===== src/rtl/ptmr_pkg.sv =====
package ptmr_pkg;
    // register addresses (count follows the period bytes)
    localparam int A_CTRL = 0;
    localparam int A_RLD  = 1;

    // control byte bit positions
    localparam int B_MODE = 0;
    localparam int B_FLAG = 1;
    localparam int B_IEN  = 2;
    localparam int B_RUN  = 3;

    typedef struct packed {
        logic run;
        logic ien;
        logic flag;
        logic mode;
    } ctrl_t;
endpackage


===== src/rtl/ptmr_ctrl_regs.sv =====
module ptmr_ctrl_regs
    import ptmr_pkg::*;
#(
    parameter int DATA_W = 8,
    parameter int ADDR_W = 3,
    parameter int RLD_W  = 16
) (
    input  logic              clk,
    input  logic              rst_n,
    input  logic              wr_en,
    input  logic [ADDR_W-1:0] addr,
    input  logic [DATA_W-1:0] wdata,
    input  logic              expire,
    output ctrl_t             ctrl,
    output logic [RLD_W-1:0]  reload
);
    localparam int NB = RLD_W / DATA_W;

    typedef struct packed {
        ctrl_t            ctrl;
        logic [RLD_W-1:0] reload;
    } regs_t;

    regs_t st_d, st_q;

    always_comb begin
        st_d = st_q;
        if (wr_en && addr == ADDR_W'(A_CTRL)) begin
            st_d.ctrl.run  = wdata[B_RUN];
            st_d.ctrl.ien  = wdata[B_IEN];
            st_d.ctrl.mode = wdata[B_MODE];
            if (wdata[B_FLAG]) begin
                st_d.ctrl.flag = 1'b0;
            end
        end
        for (int i = 0; i < NB; i++) begin
            if (wr_en && addr == ADDR_W'(A_RLD + i)) begin
                st_d.reload[i*DATA_W +: DATA_W] = wdata;
            end
        end
        if (expire) begin
            st_d.ctrl.flag = 1'b1;
            if (!st_q.ctrl.mode) begin
                st_d.ctrl.run = 1'b0;
            end
        end
    end

    always_ff @(posedge clk or negedge rst_n) begin
        if (!rst_n) begin
            st_q <= '0;
        end else begin
            st_q <= st_d;
        end
    end

    assign ctrl   = st_q.ctrl;
    assign reload = st_q.reload;
endmodule


===== src/rtl/ptmr_counter.sv =====
module ptmr_counter #(
    parameter int CNT_W = 16
) (
    input  logic             clk,
    input  logic             rst_n,
    input  logic             tick,
    input  logic             run,
    input  logic             clr,
    input  logic [CNT_W-1:0] reload,
    output logic [CNT_W-1:0] count,
    output logic             expire
);
    typedef struct packed {
        logic [CNT_W-1:0] cnt;
    } cnt_st_t;

    cnt_st_t st_d, st_q;
    logic [CNT_W-1:0] last_val;

    // reload of zero wraps to all ones, giving a full 2^CNT_W period
    assign last_val = reload - CNT_W'(1);
    assign expire   = tick && run && !clr && (st_q.cnt == last_val);

    always_comb begin
        st_d = st_q;
        if (clr) begin
            st_d.cnt = '0;
        end else if (tick && run) begin
            st_d.cnt = expire ? '0 : st_q.cnt + CNT_W'(1);
        end
    end

    always_ff @(posedge clk or negedge rst_n) begin
        if (!rst_n) begin
            st_q <= '0;
        end else begin
            st_q <= st_d;
        end
    end

    assign count = st_q.cnt;
endmodule


===== src/rtl/ptmr_rd_mux.sv =====
module ptmr_rd_mux
    import ptmr_pkg::*;
#(
    parameter int DATA_W = 8,
    parameter int ADDR_W = 3,
    parameter int RLD_W  = 16
) (
    input  logic [ADDR_W-1:0] addr,
    input  ctrl_t             ctrl,
    input  logic [RLD_W-1:0]  reload,
    input  logic [RLD_W-1:0]  count,
    output logic [DATA_W-1:0] rdata
);
    localparam int NB   = RLD_W / DATA_W;
    localparam int NREG = A_RLD + 2 * NB;

    logic [DATA_W-1:0] bank [NREG];

    assign bank[A_CTRL] = DATA_W'(ctrl);

    genvar g;
    generate
        for (g = 0; g < NB; g++) begin : g_bytes
            assign bank[A_RLD + g]      = reload[g*DATA_W +: DATA_W];
            assign bank[A_RLD + NB + g] = count[g*DATA_W +: DATA_W];
        end
    endgenerate

    always_comb begin
        rdata = '0;
        for (int i = 0; i < NREG; i++) begin
            if (addr == ADDR_W'(i)) begin
                rdata = bank[i];
            end
        end
    end
endmodule


===== src/rtl/ptmr_top.sv =====
module ptmr_top
    import ptmr_pkg::*;
#(
    parameter int DATA_W = 8,
    parameter int ADDR_W = 3,
    parameter int RLD_W  = 16
) (
    input  logic              clk,
    input  logic              rst_n,
    input  logic              tick,
    input  logic              wr_en,
    input  logic [ADDR_W-1:0] addr,
    input  logic [DATA_W-1:0] wdata,
    output logic [DATA_W-1:0] rdata,
    output logic              irq
);
    localparam int CLR_ADDR = A_RLD + RLD_W / DATA_W;

    ctrl_t            ctrl;
    logic [RLD_W-1:0] reload;
    logic [RLD_W-1:0] count;
    logic             expire;
    logic             clr;

    assign clr = wr_en && (addr == ADDR_W'(CLR_ADDR));

    ptmr_ctrl_regs #(.DATA_W(DATA_W), .ADDR_W(ADDR_W), .RLD_W(RLD_W)) regs_i (
        .clk    (clk),
        .rst_n  (rst_n),
        .wr_en  (wr_en),
        .addr   (addr),
        .wdata  (wdata),
        .expire (expire),
        .ctrl   (ctrl),
        .reload (reload)
    );

    ptmr_counter #(.CNT_W(RLD_W)) cnt_i (
        .clk    (clk),
        .rst_n  (rst_n),
        .tick   (tick),
        .run    (ctrl.run),
        .clr    (clr),
        .reload (reload),
        .count  (count),
        .expire (expire)
    );

    ptmr_rd_mux #(.DATA_W(DATA_W), .ADDR_W(ADDR_W), .RLD_W(RLD_W)) rd_i (
        .addr   (addr),
        .ctrl   (ctrl),
        .reload (reload),
        .count  (count),
        .rdata  (rdata)
    );

    assign irq = ctrl.flag & ctrl.ien;
endmodule


===== config.mk =====
export PLATFORM = sky130hd
export DESIGN_NAME = ptmr_top
export DESIGN_NICKNAME = d
export VERILOG_FILES = /design/src/rtl/ptmr_pkg.sv /design/src/rtl/ptmr_ctrl_regs.sv /design/src/rtl/ptmr_counter.sv /design/src/rtl/ptmr_rd_mux.sv /design/src/rtl/ptmr_top.sv
export SDC_FILE = /design/constraint.sdc
export NUM_CORES = 1
export LEC_CHECK = 0
export BUFFER_PORTS_ARGS = -buffer_cell sky130_fd_sc_hd__buf_4
export CORE_MARGIN = 8
export CORE_UTILIZATION = 50
export DETAILED_ROUTE_END_ITERATION = 8
export PLACE_DENSITY = 0.77
export SYNTH_ARGS = -nofsm -noshare
export SYNTH_HDL_FRONTEND = slang
export SYNTH_SLANG_ARGS = --single-unit

===== constraint.sdc =====
create_clock -name clk -period 3.2 [get_ports clk]
set_input_delay 0.32 -clock clk [delete_from_list [all_inputs] [get_ports clk]]
set_output_delay 0.32 -clock clk [all_outputs]
set_load 0.02 [all_outputs]

==> results.cfg <==
[critical_path]
critical_path.max_stage_delay_ps = 580
critical_path.max_fanout = 15
critical_path_class = flop to flop
critical_path_required_ps = 3340
critical_path.n_buffers_inverters = 2
crit_path_top_delay_cell = or4b_1
crit_arrival_ps = 2860
cp_cell_sequence = inv_1 > ha_1 > or4b_1 > or4_1 > nand3_2 > nand4b_4 > nor3_4 > buf_4 > nor3_1
crit_start = regs_i.reload[0]
cp_endpoint_kind = flop
reg2reg_from = regs_i.reload[0]
timing.critical_path.from_type = flop
worst_path_dominant_cell_family = simple AND/OR/NAND/NOR gates

[clock_network]
h-tree-depth = 2
numCtsBuffers = 5
clockBufferDepth = 2
post_cts.repair.setup_buffers = 0
tritoncts = yes
clock_sinks = 36
holdBufCountCts = 1
clkSlewWorstSetupHoldPaths_ps = 70
clk-insertion-delay-late_ps = 290
cts-root-buf = clkbuf_8
cts-resized-gates = 0

[die]
die_width_microns = 88.1
dieHeight_microns = 88.1
placeableCoreArea_sq_um = 5070
initial_core_util_pct = 51.2
num_rows = 26
floorplan.io_pins = 24
die_area_sq_um = 7760

[cells_and_area]
number_of_antenna_diodes = 0
fin_nets = 306
ff_latch_area_sq_um = 901
drive_above_1_share_pct = 21.4
final.fill_count = 509
synthToLayoutAreaGrowth_pct = 9.43
multiInputGateArea_sq_um = 1530

[flow_run]
maxCapViolations = 0

[grt]
grt-ovfl-total = 0
first_global_vias = 2202
maximum_number_of_pins_on_one_net_before_global_route_repair = 37
grt_first_pass_wirelength_microns = 11100
antenna_found_initial = 0
groute.usage.overall_pct = 18.8

[sta]
final_layout_worst_hold_slack_ps = 245
drv_slew = 0
setup_repair_after_global_routing_missed_its_margin = no
skew_ps = 5.70
fin_tns_setup_ps = 0
setup_violations_final = 0
final_hold_viols = 0
timing.final.crit_share_pct = 84.8
achievable-frequency_ghz = 0.369
maxSlewHeadroom_pct = 53.5
slack_of_the_critical_path_ps = 486
actual_slew_at_the_worst_max_slew_pin_ps = 697
finalWorstPathRequiredPeriod_ps = 2710

[yosys]
sequential_fraction_of_the_synthesis_area_pct = 34.6
share_of_synthesized_registers_carrying_an_async_set_or_reset_pct = 100
synth_edf_count = 0
dominantRegCellSynth = dfrtp_1
postSynthCellCount = 278
synthesis.yosys.warnings = 0
syn-mean-instance-area_sq_um = 9.35
synth.lib_cells_used.distinct = 63
syn-num-nets = 295
syn_area_sq_um = 2600
synth.ff_latch_count = 36

[route]
post_drt_via_cell_ratio = 6.14
total_number_of_vias = 2212
drt-total-wl_microns = 6620
detail_route.wirelength.met1_microns = 2790
tritonroute_pass_1_iters = 4
highest-signal-layer = met4
route.met2.wl_microns = 3040
dr.first_iter.drc_count = 130
detail_route.wl_per_cell_microns = 18.4
ant_nets = 0
drc_errors = 0
wl_met3_microns = 552

[run_status]
status = finished, final reports clean

[place]
port-buffer-count = 23
dp.final_hpwl_microns = 4940
globalplace.congestion = 0.950
pre_cts_setup_slack_ps = 505

[power]
power-per-cell-area_nw_per_um2 = 514
power_uw = 1460
power.leakage_uw = 0.00120
peakVddDrop_mv = 0.285

[worst_hold_path]
min-delay-path-class = input pin to flop
holdCritStartpoint = wdata[5]
cells in the mapped netlist, types with 2 or more instances:
master    instances  share of area, %
a21oi_1           3              0.58
a22oi_1           4               1.2
a31oi_1           4              0.96
and2_1            2              0.48
and3_1            4              0.96
and3b_1           4               1.3
buf_1             2              0.29
buf_2             3              0.58
buf_6             4               1.7
clkbuf_1          9               1.3
dfrtp_1          36                35
ha_1              2              0.96
inv_1            10               1.4
mux2_2           15               6.5
mux2i_1           2              0.77
mux4_2            4               3.5
nand2_1          23               3.3
nand3_1          12               2.3
nand3b_1          2              0.58
nand4_1           7               1.7
nor2_1           14               2.0
nor2b_1           5               1.2
nor3_1           16               3.1
nor4_1            5               1.2
o211ai_1          2              0.58
o21ai_0          13               2.5
o22ai_1           3              0.72
or4_1             3              0.87
xnor2_1          15               5.1
xor2_1           17               5.7
layout by cell type, fill, tap and decap left out, drive strengths merged, types with 5 or more instances in the layout:
cell type  Yosys  layout
buf           10      25
clkbuf        11       8
dfrtp         36      36
inv           10      10
mux2          16      16
nand2         23      23
nand3         13      13
nand4          7       7
nor2          14      14
nor2b          5       5
nor3          18      18
nor4           5       5
o21ai         13      13
xnor2         15      15
xor2          17      17
flip-flops by register name, summed over array words and instances, names as in the netlist:
signal / count
cnt_i.count: 16
regs_i.ctrl: 4
regs_i.reload: 16
through the flow:
stage	instances	utilization, %	area [sq um]
floorplan	278	-	2600
global placement	351	54.1	2750
detailed placement	351	54.1	2750
CTS	360	56.1	2850
global route	360	56.1	2850
finish	360	56.1	2850
report_power, final:
part	internal, uW	switching [uW]	total (uW)
logic	227	228	455
registers	527	148	675
clock network	176	156	332
tightest hold or removal path, stage by stage:
cell     delay (ps)
buf_4            80
nand2_1          40
o21ai_0          60
per-layer routing:
metal | up-vias | GRT usage, %
met5 | - | 0
met4 | 0 | 10.8
met3 | 18 | 4.50
met2 | 102 | 28.8
met1 | 1065 | 23.7
li1 | 1027 | -
cell families after synthesis:
kind of cell / synth area share [%]
AOI/OAI and AO/OA: 11.0
xor gates and xnor gates: 10.8
adders and majority gates: 0.962
buffers and inverters: 6.45
DFF: 34.6
muxes: 11.3
and+or+nand+nor: 24.8
area by class of cell:
cell class	count	share of cell area, %
Clock buffer	8	3.17
Multi-Input combinational cell	210	53.8
Tap cell	70	3.08
Timing Repair Buffer	26	6.95
Inverter	10	1.32
Sequential cell	36	31.7
final timing paths:
kind                            depth (start not counted)  slack [ps]          endpoint
worst max-delay path                                    9         490    cnt_i.count[2]
worst min-delay path                                    3         240  regs_i.reload[5]
worst max register to register                          9         490    cnt_i.count[2]
worst min register to register                          1         520    regs_i.ctrl[2]
max in group asynchronous                               2        2360    cnt_i.count[7]
min in group asynchronous                               2         520  regs_i.reload[4]
Power figures use the tool's default switching activity.
